**src/rtl/es_pkg.sv**
```systemverilog
package es_pkg;
    localparam int unsigned DEF_NUM_CH   = 8;
    localparam int unsigned DEF_TIME_W   = 64;
    localparam int unsigned DEF_MIN_HOLD = 6;
    localparam int unsigned PRIME_EDGES  = 3;

    typedef enum logic [1:0] {
        EDGE_NONE = 2'b00,
        EDGE_RISE = 2'b01,
        EDGE_FALL = 2'b10
    } edge_kind_e;
endpackage

```
**src/rtl/es_sync.sv**
```systemverilog
module es_sync #(
    parameter int unsigned WIDTH = 8
) (
    input  logic             clk_i,
    input  logic             rst_ni,
    input  logic [WIDTH-1:0] async_i,
    output logic [WIDTH-1:0] sync_o
);
    typedef struct packed {
        logic [WIDTH-1:0] meta;
        logic [WIDTH-1:0] stable;
    } sync_t;

    sync_t st_d, st_q;

    always_comb begin
        st_d        = st_q;
        st_d.meta   = async_i;
        st_d.stable = st_q.meta;
    end

    always_ff @(posedge clk_i or negedge rst_ni) begin
        if (!rst_ni) st_q <= '0;
        else         st_q <= st_d;
    end

    assign sync_o = st_q.stable;
endmodule

```
**src/rtl/es_qualifier.sv**
```systemverilog
module es_qualifier
    import es_pkg::*;
#(
    parameter int unsigned MIN_HOLD = 6
) (
    input  logic       clk_i,
    input  logic       rst_ni,
    input  logic       primed_i,
    input  logic       sync_i,
    output edge_kind_e edge_o
);
    localparam int unsigned CW = $clog2(MIN_HOLD + 1);
    localparam logic [CW-1:0] LAST = CW'(MIN_HOLD - 1);

    typedef struct packed {
        logic          level;
        logic [CW-1:0] cnt;
        edge_kind_e    kind;
    } qual_t;

    qual_t st_d, st_q;

    always_comb begin
        st_d      = st_q;
        st_d.kind = EDGE_NONE;
        if (!primed_i) begin
            st_d.level = sync_i;
            st_d.cnt   = '0;
        end else if (sync_i != st_q.level) begin
            if (st_q.cnt == LAST) begin
                st_d.level = sync_i;
                st_d.cnt   = '0;
                st_d.kind  = sync_i ? EDGE_RISE : EDGE_FALL;
            end else begin
                st_d.cnt = st_q.cnt + 1'b1;
            end
        end else begin
            st_d.cnt = '0;
        end
    end

    always_ff @(posedge clk_i or negedge rst_ni) begin
        if (!rst_ni) st_q <= '{level: 1'b0, cnt: '0, kind: EDGE_NONE};
        else         st_q <= st_d;
    end

    assign edge_o = st_q.kind;
endmodule

```
**src/rtl/es_capture.sv**
```systemverilog
module es_capture #(
    parameter int unsigned TIME_W = 64
) (
    input  logic              clk_i,
    input  logic              rst_ni,
    input  logic              rise_hit_i,
    input  logic              fall_hit_i,
    input  logic [TIME_W-1:0] time_i,
    output logic              rise_evt_o,
    output logic              fall_evt_o,
    output logic [TIME_W-1:0] rise_stamp_o,
    output logic [TIME_W-1:0] fall_stamp_o
);
    typedef struct packed {
        logic              rise_evt;
        logic              fall_evt;
        logic [TIME_W-1:0] rise_stamp;
        logic [TIME_W-1:0] fall_stamp;
    } cap_t;

    cap_t st_d, st_q;

    always_comb begin
        st_d          = st_q;
        st_d.rise_evt = rise_hit_i;
        st_d.fall_evt = fall_hit_i;
        if (rise_hit_i) st_d.rise_stamp = time_i;
        if (fall_hit_i) st_d.fall_stamp = time_i;
    end

    always_ff @(posedge clk_i or negedge rst_ni) begin
        if (!rst_ni) st_q <= '0;
        else         st_q <= st_d;
    end

    assign rise_evt_o   = st_q.rise_evt;
    assign fall_evt_o   = st_q.fall_evt;
    assign rise_stamp_o = st_q.rise_stamp;
    assign fall_stamp_o = st_q.fall_stamp;
endmodule

```
**src/rtl/edge_stamp_unit.sv**
```systemverilog
module edge_stamp_unit
    import es_pkg::*;
#(
    parameter int unsigned NUM_CH   = DEF_NUM_CH,
    parameter int unsigned TIME_W   = DEF_TIME_W,
    parameter int unsigned MIN_HOLD = DEF_MIN_HOLD
) (
    input  logic                     clk_i,
    input  logic                     rst_ni,
    input  logic [NUM_CH-1:0]        gpio_i,
    input  logic [NUM_CH-1:0]        man_cap_i,
    input  logic [TIME_W-1:0]        time_i,
    output logic [NUM_CH-1:0]        rise_evt_o,
    output logic [NUM_CH-1:0]        fall_evt_o,
    output logic [NUM_CH*TIME_W-1:0] rise_stamp_o,
    output logic [NUM_CH*TIME_W-1:0] fall_stamp_o
);
    localparam int unsigned PW = $clog2(PRIME_EDGES + 1);
    localparam logic [PW-1:0] PRIME_DONE = PW'(PRIME_EDGES);

    typedef struct packed {
        logic [PW-1:0] prime_cnt;
    } top_t;

    top_t st_d, st_q;
    logic primed;

    always_comb begin
        st_d = st_q;
        if (st_q.prime_cnt != PRIME_DONE) st_d.prime_cnt = st_q.prime_cnt + 1'b1;
    end

    always_ff @(posedge clk_i or negedge rst_ni) begin
        if (!rst_ni) st_q <= '0;
        else         st_q <= st_d;
    end

    assign primed = (st_q.prime_cnt == PRIME_DONE);

    logic [NUM_CH-1:0] sync_lvl;
    logic [NUM_CH-1:0] qual_rise;
    logic [NUM_CH-1:0] qual_fall;

    es_sync #(.WIDTH(NUM_CH)) u_sync (
        .clk_i  (clk_i),
        .rst_ni (rst_ni),
        .async_i(gpio_i),
        .sync_o (sync_lvl)
    );

    for (genvar c = 0; c < NUM_CH; c++) begin : g_ch
        edge_kind_e kind;

        es_qualifier #(.MIN_HOLD(MIN_HOLD)) u_qual (
            .clk_i   (clk_i),
            .rst_ni  (rst_ni),
            .primed_i(primed),
            .sync_i  (sync_lvl[c]),
            .edge_o  (kind)
        );

        assign qual_rise[c] = (kind == EDGE_RISE);
        assign qual_fall[c] = (kind == EDGE_FALL);

        es_capture #(.TIME_W(TIME_W)) u_cap (
            .clk_i       (clk_i),
            .rst_ni      (rst_ni),
            .rise_hit_i  (qual_rise[c] | man_cap_i[c]),
            .fall_hit_i  (qual_fall[c]),
            .time_i      (time_i),
            .rise_evt_o  (rise_evt_o[c]),
            .fall_evt_o  (fall_evt_o[c]),
            .rise_stamp_o(rise_stamp_o[c*TIME_W +: TIME_W]),
            .fall_stamp_o(fall_stamp_o[c*TIME_W +: TIME_W])
        );
    end
endmodule

```
**config.mk**
```make
export PLATFORM = sky130hd
export DESIGN_NAME = edge_stamp_unit
export DESIGN_NICKNAME = d
export VERILOG_FILES = /design/src/rtl/es_pkg.sv /design/src/rtl/es_sync.sv /design/src/rtl/es_qualifier.sv /design/src/rtl/es_capture.sv /design/src/rtl/edge_stamp_unit.sv
export SDC_FILE = /design/constraint.sdc
export NUM_CORES = 1
export LEC_CHECK = 0
export BUFFER_PORTS_ARGS = -buffer_cell sky130_fd_sc_hd__buf_4
export CAP_MARGIN = 20
export CORE_AREA = 2 2 434 436
export DETAILED_ROUTE_END_ITERATION = 6
export DIE_AREA = 0 0 436 438
export GPL_TIMING_DRIVEN = 0
export PLACE_DENSITY = 0.4
export SYNTH_ARGS = -nofsm -noshare
export SYNTH_HDL_FRONTEND = slang
export SYNTH_SLANG_ARGS = --single-unit
```
**constraint.sdc**
```tcl
create_clock -name clk_i -period 2.8 [get_ports clk_i]
set_clock_uncertainty 0.05 [all_clocks]
set_input_delay 0.42 -clock clk_i [delete_from_list [all_inputs] [get_ports clk_i]]
set_output_delay 0.42 -clock clk_i [all_outputs]
set_load 0.02 [all_outputs]
```
; ---- Word level (Yosys, flattened, before mapping)
; Cells that the tools add are included.
[totals]
in_bits = 82
register_bits = 1106
output_inout_bits = 1040
word_cells = 206
[classes]
reduce_logical = 8
n_eq_ne = 50
add_sub_neg = 9
bitwise_logic = 8
muxes = 72
[op_table]
columns = operator, count
row1 = 2-bit 2-to-1 mux, 32
row2 = 3-bit 2-to-1 mux, 16
row3 = 4-bit 2-to-1 mux, 8
row4 = "2-bit by 1-bit != test with 1-bit output, second input constant", 14
row5 = "3-bit by 1-bit adder with 3-bit output, second input constant", 8
row6 = "3-bit equality test, second input constant", 8
row7 = "2-bit equality test, second input constant", 9
row8 = "2-bit by 1-bit equality test with 1-bit output, second input constant", 8
row9 = 1-bit 2-to-1 mux, 16
row10 = 2-bit AND reduction, 8
row11 = 1-bit != test, 8
row12 = 1-bit bitwise OR, 8
row13 = "2-bit != test, second input constant", 3
row14 = "2-bit by 1-bit adder with 2-bit output, second input constant", 1

; ---- Depth between registers and ports, before layout
; Gate-level depths: netlist of the first run.
[depth]
depth_word = 4
ltp_mapped = 5
mapped_depth_nobuf = 3

; ---- By module
; A second synthesis of the first run with hierarchy kept.
[unflattened]
hier_cells = 2414
area_unflattened_um2 = 46193.1
[modules_own_cells]
columns = mod, seq_area_each_um2, n_inst, area_each_um2, cells_per_inst
row1 = es_capture, 3253.1, 8, 5407.7, 272
row2 = es_qualifier, 150.1, 8, 289.0, 24
row3 = es_sync, 400.4, 1, 400.4, 16
row4 = edge_stamp_unit, 50.0, 1, 219.0, 30

; ---- Least setup slack after synthesis of the first run
; No wires, ideal clock.
[synth_path]
path_kind = register -> register
from = reg st_q[0] (netlist bit)
to = reg g_ch[2].u_qual.st_q[5] (netlist bit)
stages_incl_launch_ff = 6
period_less_slack_ns = 1.410
n_path_buf = 2
t_arrival_ns = 1.235
setup_ns = 0.125
path_slack_ns = 1.390
cell_sequence = dfrtp_1 -> ha_1 -> buf_2 -> buf_2 -> nand2_1 -> mux2_2
[synth_via]
elab_chain_cells = 3
elab_cells_between_ends = 5
cone_classes = 3 x eq/ne / 1 x mux / 1 x reduce/logical
[synth_lines]
columns = item, line_no
row1 = "start, declared", edge_stamp_unit.sv:25  ; top_t st_d, st_q;
row2 = "start signal, assigned", edge_stamp_unit.sv:35  ; else st_q <= st_d;
row3 = 2-bit equality test *, edge_stamp_unit.sv:38  ; assign primed = (st_q.prime_cnt == PRIME_DONE);
row4 = 2-bit by 1-bit != test with 1-bit output (no line), --
row5 = 2-bit AND reduction (no line), --
row6 = "end signal, assigned", es_qualifier.sv:43  ; if (!rst_ni) st_q <= '{level: 1'b0, cnt: '0, kind: EDGE_NONE};
row7 = "end signal, assigned", es_qualifier.sv:44  ; else st_q <= st_d;
row8 = "end, declared", es_qualifier.sv:21  ; qual_t st_d, st_q;
; Every way passes the cells marked *; elsewhere a longest branch is shown, timed or not.
; A chain may end at the register's enable or synchronous reset.

==> impl_table.tex, run 1 <==
\begin{tabular}{lr}
\hline
Metric & Value \\
\hline
\multicolumn{2}{l}{\textbf{Worst setup path}} \\
Crit-path cells & buf\_16 -> buf\_16 -> buf\_16 -> buf\_16 -> buf\_16 \\
Family with the most delay on the worst path & buffers and inverters \\
Sort of element at the end of the critical path & asynchronous set/reset pin \\
Reg-to-reg critical path endpoint & g\_ch[2].u\_cap.fall\_stamp\_o[37] \\
Cell repeated most along the worst path & buf\_16 \\
Stage delay of the slowest cell on the critical path & around 0.45 ns \\
Slowest CP cell & buf\_16 \\
Startpoint of the lowest-slack register-to-register path & g\_ch[2].u\_qual.edge\_o[1] \\
Path type of the worst setup path & in -> async \\
Maximum fanout along the worst path & around 150 \\
Critical Path Source Type & input pin \\
Crit path arrival time & around 3.0 ns \\
FF-to-FF path depth & 4 \\
Data required time of the worst path & roughly 3.6 ns \\
Buf+Inv Stages, Crit Path & 5 \\
Worst reg-to-reg setup slack & just over 0.8 ns \\
\multicolumn{2}{l}{\textbf{Clock tree}} \\
Number of buffers added for setup after CTS & 0 \\
Number of hold-repair buffers added at the cts stage & 72 \\
Total number of clock tree sinks & $\sim$1.1k \\
Root buffer cell & clkbuf\_16 \\
Number of buffers added by the clock tree synthesis step & approximately 140 \\
Count of H-tree levels built during CTS & 4 \\
Clk\_lat worst skew & about 0.8 ns \\
Clock transition at the register clock pins on the worst setup and hold paths after CTS & 0.05 ns \\
Number of cells upsized or downsized after cts & 0 \\
CTS Buffer Depth & 3 \\
TritonCTS clock tree & yes \\
\multicolumn{2}{l}{\textbf{Synthesis}} \\
Number of instances in the synthesized netlist & 2496 \\
Fraction of the yosys area taken by sequential cells & around 66\% \\
Area fraction of the dominant cell type after synthesis & between 60\% and 70\% \\
Post-synth top area cell & dfrtp\_1 \\
Biggest area contributors in the synthesized netlist & dfrtp\_1 66\%, mux2\_2 28\%, buf\_6 2.2\%, clkbuf\_1 0.58\%, buf\_4 0.43\% \\
Share of the synthesized area in compound gates (AO/OA/AOI/OAI) & 0.312\% \\
Post-synthesis register bit count & approximately 1.1k \\
Number of flops mapped to enable cells by yosys & 0 \\
Synth cell types & 19 \\
Number of warnings issued by yosys & 0 \\
Main combinational cell family by area after synthesis & multiplexers \\
Syn Nets & about 2.6k \\
Adder-Cell Fraction of Synth Area & 0.0300\% \\
Post-Synth Simple-Gate Area & around 1.4\% \\
Synthesized area divided by synthesized cell count & approximately 17 um\^{}2 \\
Share of synthesized flip-flops with an asynchronous set or reset & 100\% \\
Dominant register cell in the synthesized netlist & dfrtp\_1 \\
Cell area after technology mapping & around 0.042 mm\^{}2 \\
Xor and xnor area share after synthesis & less than 1\% \\
Multiplexer area fraction after synthesis & between 20\% and 30\% \\
\multicolumn{2}{l}{\textbf{STA}} \\
Final-report setup violation count & 0 \\
Final period util & between 70\% and 80\% \\
Transition time of the tightest slew-check pin & approximately 1.0 ns \\
Final Hold Violating Endpoints & between 100 and 150 \\
Headroom to the max-slew limit & about a third \\
Worst hold slack & -0.465 ns \\
Accumulated negative setup slack & 0 ns \\
Minimum clock period & $\sim$2.2 ns \\
Setup repair after global routing missed its margin & no \\
Final count of pins violating max slew & 0 \\
Fmax achieved & 0.457 GHz \\
\multicolumn{2}{l}{\textbf{Outcome}} \\
Failing checks & hold timing \\
Run status & finished, violations left \\
\multicolumn{2}{l}{\textbf{GRT}} \\
Global-route usage over all layers & 17.3\% \\
Largest net degree at the start of global routing & 160 \\
Initial antenna violation count & 10 \\
Wire length of the first global-routing pass & between 200000 and 250000 um \\
Number of global-route vias before repair & approximately 27k \\
Global route total overflow & 0 \\
\multicolumn{2}{l}{\textbf{Finish}} \\
Sequential cell area & about 0.028 mm\^{}2 \\
Non-Filler Instances & about 6.4k \\
Fraction of final layout cells with drive strength greater than 1 & 63.3\% \\
Final cell utilization of the core & a little under a third \\
P\&R area growth vs syn & 40.8\% \\
Number of filler instances in the final layout & between 15k and 20k \\
Layout net count & slightly below 4k \\
Multi-input logic area & 0.0124 mm\^{}2 \\
\multicolumn{2}{l}{\textbf{Placed design}} \\
Cell Count Post-Placement & around 6k \\
Detail Placement HPWL & approximately 120000 um \\
Routability congestion estimate & 0.780 \\
Count of input and output buffers & 1121 \\
\multicolumn{2}{l}{\textbf{Routing}} \\
Via count & about 26k \\
Met2 routed WL & about 85000 um \\
1st-pass router iterations & 4 \\
Via density per instance & roughly 4 \\
Wire length on met3 & approximately 10000 um \\
Antenna-violating nets left & 0 \\
Number of DRC violations after detailed-routing iteration 0 & approximately 990 \\
Routed wirelength normalized by instance count & between 20 and 30 um \\
Post-route met1 wirelength & approximately 67000 um \\
DRC violations left & 0 \\
Top routing layer in use & met5 \\
Total wirelength of the detailed-routed design & around 170000 um \\
\multicolumn{2}{l}{\textbf{Floorplan}} \\
Top-level I/O count & 1122 \\
Total die area & about 0.19 mm\^{}2 \\
Area of the core & 0.187 mm\^{}2 \\
Effective utilization at floorplan & between 20\% and 30\% \\
Number of standard-cell rows in the floorplan & approximately 160 \\
Die Wd & around 440 um \\
Overall die height & approximately 440 um \\
\multicolumn{2}{l}{\textbf{Power and ir drop}} \\
Logic pwr share & between 30\% and 40\% \\
Power per Cell Area & between 1000 and 1500 mW/mm\^{}2 \\
Internal power component & 0.0389 W \\
Clock group share of total power & a little under a third \\
Switching power summed over all nets & between 0.02 and 0.025 W \\
Static leakage & $\sim$26 nW \\
Largest voltage drop on the vdd net & 0.000474 V \\
Share of power burned in registers & between 30 and 40\% \\
Fraction of power spent switching nets & between 30\% and 40\% \\
\multicolumn{2}{l}{\textbf{Worst hold path}} \\
Class of the worst hold path & in -> async \\
\multicolumn{2}{l}{\textbf{Job}} \\
Max-Cap Viols & 0 \\
\hline
\end{tabular}
-- routing by layer --
metal  GRT usage, %  up-vias
li1               -    11400
met2           29.9      764
met1           20.2    13900
met5              0        -
met3           5.18      207
met4           5.98        4
-- cells by family after synthesis --
| family | Yosys count |
|---|---|
| simple gates | 94 |
| fa+ha+maj | 1 |
| flops | 1106 |
| xor+xnor | 9 |
| buf+inv | 227 |
| compound gates | 26 |
| mux | 1033 |
-- power groups by stage --
stage | sequential [W] | clock (W) | combinational, W
6_report | 0.0224 | 0.0177 | 0.0190
5_1_grt | 0.0229 | 0.0190 | 0.0199
4_1_cts | 0.0224 | 0.0184 | 0.0195
3_5_place_dp | 0.0226 | 0 | 0.0193
3_3_place_gp | 0.0225 | 0 | 0.0193
2_1_floorplan | 0.0273 | 0 | 0.00437
-- cell usage in the layout (no fill, tap or decap), types with 2 or more instances in the layout --
| cell | Yosys | layout |
|---|---|---|
| and3b_1 | 6 | 6 |
| clkinv_8 | 0 | 2 |
| inv_6 | 0 | 4 |
| nand2_1 | 18 | 18 |
| clkbuf_16 | 0 | 142 |
| buf_2 | 27 | 27 |
| buf_16 | 0 | 8 |
| nand3b_1 | 8 | 8 |
| nand2b_1 | 8 | 8 |
| dlygate4sd3_1 | 0 | 72 |
| nor2_1 | 22 | 22 |
| clkbuf_8 | 0 | 32 |
| buf_6 | 80 | 80 |
| inv_1 | 32 | 32 |
| nor3b_1 | 24 | 24 |
| nand4b_1 | 8 | 8 |
| xor2_1 | 8 | 8 |
| clkinv_16 | 0 | 2 |
| clkinv_2 | 0 | 7 |
| a21oi_1 | 24 | 24 |
| clkinv_4 | 0 | 2 |
| o21ai_0 | 2 | 2 |
| bufinv_16 | 0 | 3 |
| clkbuf_1 | 64 | 102 |
| buf_4 | 24 | 1144 |
| mux2_2 | 1033 | 1033 |
| diode_2 | 0 | 5 |
| inv_16 | 0 | 3 |
| dfrtp_1 | 1106 | 1106 |
-- stage by stage --
stage	instance area, um^2	setup slack [ns]	power, W	hold slack [ns]
after floorplan	41700	1.39	0.0316	0.0744
after global placement	53200	-13.79	0.0418	0.286
after detailed placement	53400	-0.966	0.0420	0.285
after CTS	58600	0.226	0.0603	-0.440
after global routing	58700	0.247	0.0619	-0.458
final	58700	0.611	0.0592	-0.465
-- area by class of cell --
type	instances	share of cell area, %
sequential	1106	47.2
multi-input combinational	1163	21.2
timing repair buffer	1202	16.0
clock buffer	211	7.01
tap	2495	5.32
buffer	195	2.48
clock inverter	24	0.576
inverter	32	0.205
antenna	5	0.0213
-- how the worst max path moves through the flow --
| stage | to | startpoint | cells after the start | slack, ns |
|---|---|---|---|---|
| after floorplan | g_ch[2].u_qual.st_q[5] | st_q[0] | 5 | 1.39 |
| after global placement | g_ch[6].u_cap.fall_stamp_o[46] | rst_ni | 1 | -13.79 |
| after detailed placement | g_ch[4].u_cap.fall_stamp_o[53] | rst_ni | 5 | -0.97 |
| after CTS | g_ch[2].u_cap.fall_stamp_o[30] | rst_ni | 5 | 0.23 |
| after global routing | g_ch[0].u_cap.rise_stamp_o[53] | rst_ni | 5 | 0.25 |
| final | g_ch[2].u_cap.fall_stamp_o[31] | rst_ni | 5 | 0.61 |
-- flip-flops by register name, indices dropped and copies added (netlist names) --
| register | count |
|---|---|
| g_ch.u_cap.fall_evt_o | 8 |
| g_ch.u_cap.fall_stamp_o | 512 |
| g_ch.u_cap.rise_evt_o | 8 |
| g_ch.u_cap.rise_stamp_o | 512 |
| g_ch.u_qual.edge_o | 16 |
| g_ch.u_qual.st_q | 32 |
| st_q | 2 |
| u_sync.st_d | 8 |
| u_sync.sync_o | 8 |
-- what timing repair did --
action,CTS,global route
endpoints found under the hold margin,541,149
setup endpoints to repair,120,29
cloned,1,1
-- cell usage after synthesis, types with 18 or more instances --
cell type	number
dfrtp_1	1106
mux2_2	1033
buf_6	80
clkbuf_1	64
inv_1	32
buf_2	27
a21oi_1	24
buf_4	24
nor3b_1	24
nor2_1	22
nand2_1	18
(Power assumes the default switching activity.)
==> run 2, diff against run 1 <==
ABC_AREA = 1   (was not set)
CORE_AREA = 2 2 439 441   (was 2 2 434 436)
DIE_AREA = 0 0 441 443   (was 0 0 436 438)
PLACE_DENSITY = 0.41   (was 0.4)
clock period = 1.75 ns   (was 2.8 ns; I/O delays follow)
==> impl_table.tex, run 2 <==
\begin{tabular}{lr}
\hline
Metric & Value \\
\hline
\multicolumn{2}{l}{\textbf{Outcome}} \\
Run status & finished, violations left (unchanged) \\
Failing checks & hold timing (unchanged) \\
\multicolumn{2}{l}{\textbf{Synthesis}} \\
Main combinational cell family by area after synthesis & simple AND/OR/NAND/NOR gates (was multiplexers) \\
Dominant register cell in the synthesized netlist & dfrtp\_1 (unchanged) \\
Post-synth top area cell & dfrtp\_1 (unchanged) \\
Synth cell types & 20 (was 19) \\
Share of synthesized flip-flops with an asynchronous set or reset & 100\% (unchanged) \\
Most common cell in the synthesized netlist & nand2\_1 (was dfrtp\_1) \\
Most instantiated cells after synthesis & 1619 x nand2\_1, 1106 x dfrtp\_1, 536 x nand3\_1 (was 1106 x dfrtp\_1, 1033 x mux2\_2, 80 x buf\_6) \\
Xor and xnor area share after synthesis & 0.0206\% (was 0.189\%) \\
Fraction of the yosys area taken by sequential cells & 64.9\% (was 66.4\%) \\
Post-synthesis register bit count & 1106 (unchanged) \\
Multiplexer area fraction after synthesis & 0\% (was 27.9\%) \\
Cell area after technology mapping & 0.0426 mm\^{}2 (was 0.0417 mm\^{}2) \\
Area fraction of the dominant cell type after synthesis & 64.9\% (was 66.4\%) \\
Biggest area contributors in the synthesized netlist & dfrtp\_1 65\%, nand2\_1 14\%, nand3\_1 6.3\%, o21ai\_1 4.0\%, buf\_6 2.7\% (was dfrtp\_1 66\%, mux2\_2 28\%, buf\_6 2.2\%, clkbuf\_1 0.58\%, buf\_4 0.43\%) \\
Adder-Cell Fraction of Synth Area & 0.0294\% (was 0.0300\%) \\
Number of instances in the synthesized netlist & 4337 (was 2496) \\
Number of flops mapped to enable cells by yosys & 0 (unchanged) \\
Number of warnings issued by yosys & 0 (unchanged) \\
Share of the synthesized area in compound gates (AO/OA/AOI/OAI) & 7.02\% (was 0.312\%) \\
Synthesized area divided by synthesized cell count & 9.83 um\^{}2 (was 16.7 um\^{}2) \\
Syn Nets & 4420 (was 2579) \\
Post-Synth Simple-Gate Area & 21.2\% (was 1.35\%) \\
\multicolumn{2}{l}{\textbf{STA}} \\
Final-report setup violation count & 0 (unchanged) \\
Transition time of the tightest slew-check pin & 1.20 ns (was 1.01 ns) \\
Accumulated negative setup slack & 0 ns (unchanged) \\
Minimum clock period & approximately 1.7 ns \\
Fmax achieved & about 0.58 GHz \\
Final Hold Violating Endpoints & 329 (was 149) \\
Setup repair after global routing missed its margin & yes (was no) \\
Final count of pins violating max slew & 0 (unchanged) \\
Final period util & 98.5\% \\
Headroom to the max-slew limit & 20.2\% (was 32.9\%) \\
Worst hold slack & -0.615 ns (was -0.465 ns) \\
\multicolumn{2}{l}{\textbf{Routing}} \\
Via density per instance & 4.52 (was 4.09) \\
1st-pass router iterations & 6 (was 4) \\
Routed wirelength normalized by instance count & 27.5 um (was 26.2 um) \\
Total wirelength of the detailed-routed design & 228000 um (was 169000 um) \\
Via count & 37.5k (was 26.3k) \\
Number of DRC violations after detailed-routing iteration 0 & 3298 (was 985) \\
Antenna-violating nets left & 0 (unchanged) \\
DRC violations left & 0 (unchanged) \\
\multicolumn{2}{l}{\textbf{Placed design}} \\
Cell Count Post-Placement & 7948 (was 6119) \\
Dpl cell area & 0.0543 mm\^{}2 (was 0.0534 mm\^{}2) \\
Count of input and output buffers & 1057 (was 1121) \\
Detail Placement HPWL & 170000 um (was 121000 um) \\
Routability congestion estimate & 0.863 (was 0.780) \\
\multicolumn{2}{l}{\textbf{Power and ir drop}} \\
Largest voltage drop on the vdd net & 0.000734 V (was 0.000474 V) \\
Power per Cell Area & 1550 mW/mm\^{}2 (was 1010 mW/mm\^{}2) \\
Static leakage & 31.0 nW (was 26.4 nW) \\
\multicolumn{2}{l}{\textbf{GRT}} \\
Initial antenna violation count & 19 (was 10) \\
Largest net degree at the start of global routing & 128 (was 160) \\
Global route total overflow & 0 (unchanged) \\
Global-route usage over all layers & 22.7\% (was 17.3\%) \\
Number of global-route vias before repair & 36.4k (was 27.3k) \\
Wire length of the first global-routing pass & 306000 um (was 232000 um) \\
\multicolumn{2}{l}{\textbf{Worst setup path}} \\
Maximum fanout along the worst path & 2 (was 153) \\
Worst reg-to-reg setup slack & 0.04 ns (was 0.81 ns) \\
Crit path arrival time & 1.41 ns (was 2.97 ns) \\
Stage delay of the slowest cell on the critical path & 0.46 ns (was 0.45 ns) \\
Slowest CP cell & dfrtp\_2 (was buf\_16) \\
Buf+Inv Stages, Crit Path & 1 (was 5) \\
Data required time of the worst path & 1.44 ns (was 3.58 ns) \\
Critical Path Source Type & register (was input pin) \\
Family with the most delay on the worst path & flip-flops (was buffers and inverters) \\
Crit-path cells & buf\_6 (was buf\_16 -> buf\_16 -> buf\_16 -> buf\_16 -> buf\_16) \\
Path type of the worst setup path & reg -> out (was in -> async) \\
Sort of element at the end of the critical path & output port (was asynchronous set/reset pin) \\
\multicolumn{2}{l}{\textbf{Clock tree}} \\
TritonCTS clock tree & yes (unchanged) \\
CTS Buffer Depth & 3 (unchanged) \\
Root buffer cell & clkbuf\_16 (unchanged) \\
Number of hold-repair buffers added at the cts stage & 58 (was 72) \\
Clock transition at the register clock pins on the worst setup and hold paths after CTS & 0.05 ns (about the same) \\
Clk\_lat worst skew & 0.79 ns (about the same) \\
Total number of clock tree sinks & 1106 (unchanged) \\
Count of H-tree levels built during CTS & 4 (unchanged) \\
Number of buffers added by the clock tree synthesis step & 138 (unchanged) \\
\multicolumn{2}{l}{\textbf{Finish}} \\
Fraction of final layout cells with drive strength greater than 1 & 30.0\% (was 63.3\%) \\
P\&R area growth vs syn & 42.1\% (was 40.8\%) \\
Non-Filler Instances & 8297 (was 6433) \\
Final cell utilization of the core & 31.7\% (was 31.4\%) \\
Final instance area & 0.0606 mm\^{}2 (was 0.0587 mm\^{}2) \\
Layout net count & 5743 (was 3921) \\
Commonest cells after routing, fill and taps aside & 1614 x nand2\_1, 1099 x dfrtp\_1, 951 x buf\_4 (was 1144 x buf\_4, 1106 x dfrtp\_1, 1033 x mux2\_2) \\
Most common cell after layout, fill and taps aside & nand2\_1 (was buf\_4) \\
\multicolumn{2}{l}{\textbf{Floorplan}} \\
Top-level I/O count & 1122 (unchanged) \\
Total die area & 0.195 mm\^{}2 (was 0.191 mm\^{}2) \\
Overall die height & 443 um (was 438 um) \\
Number of standard-cell rows in the floorplan & 161 (was 159) \\
Area of the core & 0.191 mm\^{}2 (was 0.187 mm\^{}2) \\
Effective utilization at floorplan & 22.3\% (about the same) \\
Die Wd & 441 um (was 436 um) \\
\multicolumn{2}{l}{\textbf{Worst hold path}} \\
Class of the worst hold path & in -> async (unchanged) \\
\multicolumn{2}{l}{\textbf{Job}} \\
Max-Cap Viols & 0 (unchanged) \\
\hline
\end{tabular}
[run 2: cell types whose count changed after synthesis, moves of 15 or more]
cell     delta
nand2_1  +1601
mux2_2   -1033
nand3_1   +536
o21ai_1   +340
buf_2     +111
o21ai_2   +100
inv_1      +99
o21ai_0    +81
buf_1      +28
a21oi_1    -24
nor3b_1    -24
buf_6      +23
nor3_1     +15
[run 2: worst paths after layout]
| path | from | cells past startpoint | end |
|---|---|---|---|
| worst max-delay path | g_ch[0].u_cap.fall_stamp_o[61] | 1 | fall_stamp_o[61] |
| worst min-delay path | rst_ni | 1 | g_ch[3].u_cap.rise_stamp_o[48] |
| worst max register to register | g_ch[5].u_qual.edge_o[0] | 5 | g_ch[5].u_cap.rise_stamp_o[40] |
| worst min register to register | u_sync.st_d[5] | 0 | u_sync.sync_o[5] |
| max in group asynchronous | rst_ni | 4 | g_ch[3].u_cap.fall_stamp_o[57] |
| min in group clk_i | time_i[50] | 3 | g_ch[6].u_cap.rise_stamp_o[50] |
[run 2: stage by stage]
stage               setup slack, ns  total power, W
detailed placement            -1.35          0.0643
CTS                         -0.0664          0.0950
global placement             -14.39          0.0640
finish                       0.0257          0.0938
floorplan                     0.539          0.0486
global route                -0.0353          0.0981
[run 2: cell families after synthesis]
family / after synthesis
compound gates: 523
buf+inv: 494
simple gates: 2212
flops: 1106
xor+xnor: 1
fa+ha+maj: 1
[run 2: layout make-up]
class,instances,area [um^2]
diodes,8,20.0
plain buffers,344,2320
clock buffers,207,4130
clock inverters,36,354
fillers,20000,131000
inverters,131,492
multi-input cells,2737,12100
flip-flops and latches,1106,27700
well taps,2526,3160
repair buffers,1202,10300
[run 2: per-layer routing]
metal | vias up | track usage (%) | share of wire, %
li1 | 16600 | - | -
met1 | 19100 | 27.5 | 39
met2 | 1457 | 37.2 | 48
met3 | 353 | 5.95 | 7.4
met4 | 0 | 10.9 | 5.2
met5 | - | 0 | 0
[run 2: power breakdown]
group	total [W]	internal, W	switching, W
registers	0.0352	0.0315	0.00377
logic	0.0296	0.0114	0.0182
clock network	0.0290	0.0169	0.0121
[run 2: repair_timing]
item | in CTS | in global routing
buffers inserted | 52 | 0
setup endpoints to repair | 757 | 337
gates resized for setup | 194 | 8
gates cloned | 4 | 3
hold endpoints to repair | 582 | 212
==> run 3, diff against run 2 <==
PLACE_DENSITY = 0.39   (was 0.41)
clock period = 2.05 ns   (was 1.75 ns; I/O delays follow)
==> impl_table.tex, run 3 (synthesized netlist as in run 2, its figures left out) <==
\begin{tabular}{lr}
\hline
Metric & Value \\
\hline
\multicolumn{2}{l}{\textbf{Worst setup path}} \\
Launch point of the critical path & g\_ch[5].u\_cap.rise\_stamp\_o[16] (was g\_ch[0].u\_cap.fall\_stamp\_o[61]) \\
Path type of the worst setup path & reg -> out (unchanged) \\
Maximum fanout along the worst path & 2 (unchanged) \\
Slowest CP cell & dfrtp\_1 (was dfrtp\_2) \\
Worst reg-to-reg setup slack & 0.19 ns (was 0.04 ns) \\
Buf+Inv Stages, Crit Path & 1 (unchanged) \\
Stage delay of the slowest cell on the critical path & 0.49 ns (was 0.46 ns) \\
FF-to-FF path depth & 7 (was 5) \\
Startpoint of the lowest-slack register-to-register path & g\_ch[3].u\_qual.edge\_o[1] (was g\_ch[5].u\_qual.edge\_o[0]) \\
Sort of element at the end of the critical path & output port (unchanged) \\
Data required time of the worst path & 1.69 ns (was 1.44 ns) \\
Family with the most delay on the worst path & flip-flops (unchanged) \\
Critical Path Source Type & register (unchanged) \\
Number of gates on the worst path with buffers counted & 1 (unchanged) \\
Crit-path cells & buf\_4 (was buf\_6) \\
Crit path arrival time & 1.50 ns (was 1.41 ns) \\
\multicolumn{2}{l}{\textbf{Routing}} \\
Via density per instance & 4.47 (was 4.52) \\
Total wirelength of the detailed-routed design & 228000 um (about the same) \\
1st-pass router iterations & 5 (was 6) \\
Routed wirelength normalized by instance count & 27.6 um (was 27.5 um) \\
DRC violations left & 0 (unchanged) \\
Via count & 36.9k (was 37.5k) \\
Antenna-violating nets left & 0 (unchanged) \\
Number of DRC violations after detailed-routing iteration 0 & 3226 (was 3298) \\
\multicolumn{2}{l}{\textbf{STA}} \\
Transition time of the tightest slew-check pin & 1.23 ns (was 1.20 ns) \\
Worst-case setup margin in the final layout & 0.188 ns (was 0.0257 ns) \\
Headroom to the max-slew limit & 17.8\% (was 20.2\%) \\
Final Hold Violating Endpoints & 282 (was 329) \\
Setup repair after global routing missed its margin & yes (unchanged) \\
Worst hold slack & -0.584 ns (was -0.615 ns) \\
Fmax achieved & roughly 0.54 GHz \\
Final period util & between 90\% and 100\% \\
Final-report setup violation count & 0 (unchanged) \\
Final count of pins violating max slew & 0 (unchanged) \\
Minimum clock period & approximately 1.9 ns \\
\multicolumn{2}{l}{\textbf{GRT}} \\
Number of global-route vias before repair & 36.0k (was 36.4k) \\
Global-route usage over all layers & 22.7\% (about the same) \\
Global route total overflow & 0 (unchanged) \\
Wire length of the first global-routing pass & 308000 um (was 306000 um) \\
Largest net degree at the start of global routing & 161 (was 128) \\
Initial antenna violation count & 15 (was 19) \\
\multicolumn{2}{l}{\textbf{Clock tree}} \\
Clk\_lat worst skew & 0.78 ns (was 0.79 ns) \\
Count of H-tree levels built during CTS & 4 (unchanged) \\
CTS Buffer Depth & 3 (unchanged) \\
Root buffer cell & clkbuf\_16 (unchanged) \\
Number of buffers added by the clock tree synthesis step & 139 (was 138) \\
Clock transition at the register clock pins on the worst setup and hold paths after CTS & 0.05 ns (about the same) \\
Number of buffers added for setup after CTS & 0 (was 52) \\
TritonCTS clock tree & yes (unchanged) \\
Total number of clock tree sinks & 1106 (unchanged) \\
\multicolumn{2}{l}{\textbf{Floorplan}} \\
Total die area & 0.195 mm\^{}2 (unchanged) \\
Area of the core & 0.191 mm\^{}2 (unchanged) \\
Overall die height & 443 um (unchanged) \\
Top-level I/O count & 1122 (unchanged) \\
Die Wd & 441 um (unchanged) \\
Number of standard-cell rows in the floorplan & 161 (unchanged) \\
Effective utilization at floorplan & 22.3\% (unchanged) \\
\multicolumn{2}{l}{\textbf{Power and ir drop}} \\
Static leakage & 30.5 nW (was 31.0 nW) \\
Internal power component & 0.0507 W (was 0.0597 W) \\
Switching power summed over all nets & 0.0288 W (was 0.0341 W) \\
Clock group share of total power & 31.3\% (was 30.9\%) \\
Fraction of power spent switching nets & 36.3\% (about the same) \\
Share of power burned in registers & 37.8\% (was 37.5\%) \\
Power per Cell Area & 1340 mW/mm\^{}2 (was 1550 mW/mm\^{}2) \\
Largest voltage drop on the vdd net & 0.000626 V (was 0.000734 V) \\
Logic pwr share & 30.9\% (was 31.5\%) \\
\multicolumn{2}{l}{\textbf{Placed design}} \\
DP Worst Slack & -1.07 ns (was -1.35 ns) \\
Routability congestion estimate & 0.858 (was 0.863) \\
Count of input and output buffers & 1057 (unchanged) \\
Detail Placement HPWL & 173000 um (was 170000 um) \\
\multicolumn{2}{l}{\textbf{Finish}} \\
Most common cell after layout, fill and taps aside & nand2\_1 (unchanged) \\
P\&R area growth vs syn & 39.4\% (was 42.1\%) \\
Final cell utilization of the core & 31.1\% (was 31.7\%) \\
Fraction of final layout cells with drive strength greater than 1 & 29.2\% (was 30.0\%) \\
Layout net count & 5698 (was 5743) \\
Commonest cells after routing, fill and taps aside & 1619 x nand2\_1, 1106 x dfrtp\_1, 1077 x buf\_4 (was 1614 x nand2\_1, 1099 x dfrtp\_1, 951 x buf\_4) \\
\multicolumn{2}{l}{\textbf{Outcome}} \\
Run status & finished, violations left (unchanged) \\
Failing checks & hold timing (unchanged) \\
\multicolumn{2}{l}{\textbf{Worst hold path}} \\
Class of the worst hold path & in -> async (unchanged) \\
\multicolumn{2}{l}{\textbf{Job}} \\
Max-Cap Viols & 0 (unchanged) \\
\hline
\end{tabular}
[run 3: per-stage QoR]
step           power [W]  hold WS [ns]  std cells  instance area (um^2)  setup TNS (ns)
5_1_grt           0.0832        -0.612       8237                 59400          -16.62
2_1_floorplan     0.0415       -0.0381       4337                 42600               0
6_report          0.0795        -0.584       8247                 59400               0
3_3_place_gp      0.0548         0.285       7920                 53700               -
3_5_place_dp      0.0551         0.138       7946                 54300         -407.55
4_1_cts           0.0805        -0.646       8231                 59300               0
[run 3: worst paths after layout]
| path | end |
|---|---|
| setup / recovery | rise_stamp_o[336] |
| hold / removal | g_ch[3].u_cap.rise_stamp_o[45] |
| setup reg to reg | g_ch[3].u_cap.rise_stamp_o[23] |
| hold reg to reg | u_sync.sync_o[4] |
| max in group asynchronous | g_ch[4].u_cap.fall_stamp_o[26] |
| min in group clk_i | g_ch[6].u_cap.rise_stamp_o[58] |
[run 3: area by class of cell]
cell class	count	area [um^2]
Multi-Input combinational cell	2737	12100
Clock buffer	215	4210
Tap cell	2526	3160
Sequential cell	1106	27700
Clock inverter	22	312
Antenna cell	10	25.0
Buffer	363	2400
Timing Repair Buffer	1137	9100
Inverter	131	492
Fill cell	20100	132000
[run 3: power by group through the flow]
stage               registers, W  logic (W)  clock network (W)
detailed placement        0.0303     0.0248                  0
global placement          0.0302     0.0245                  0
global route              0.0306     0.0261             0.0264
finish                    0.0300     0.0246             0.0249
floorplan                 0.0356    0.00593                  0
CTS                       0.0300     0.0249             0.0256
[run 3: per-layer routing]
layer / vias to the layer above / track usage (%) / share of wire, %
li1: 16500 / - / -
met1: 18800 / 27.8 / 40
met2: 1253 / 38.1 / 49
met3: 318 / 5.02 / 6.2
met4: 0 / 9.70 / 4.6
met5: - / 0 / 0
[run 3: what timing repair did]
action / CTS / global route
hold endpoints to repair: 536 / 147
pin swaps: 0 / 0
hold buffers: 46 / 3
cloned: 2 / 0
endpoints found under the setup margin: 269 / 278
gates resized for setup: 0 / 1
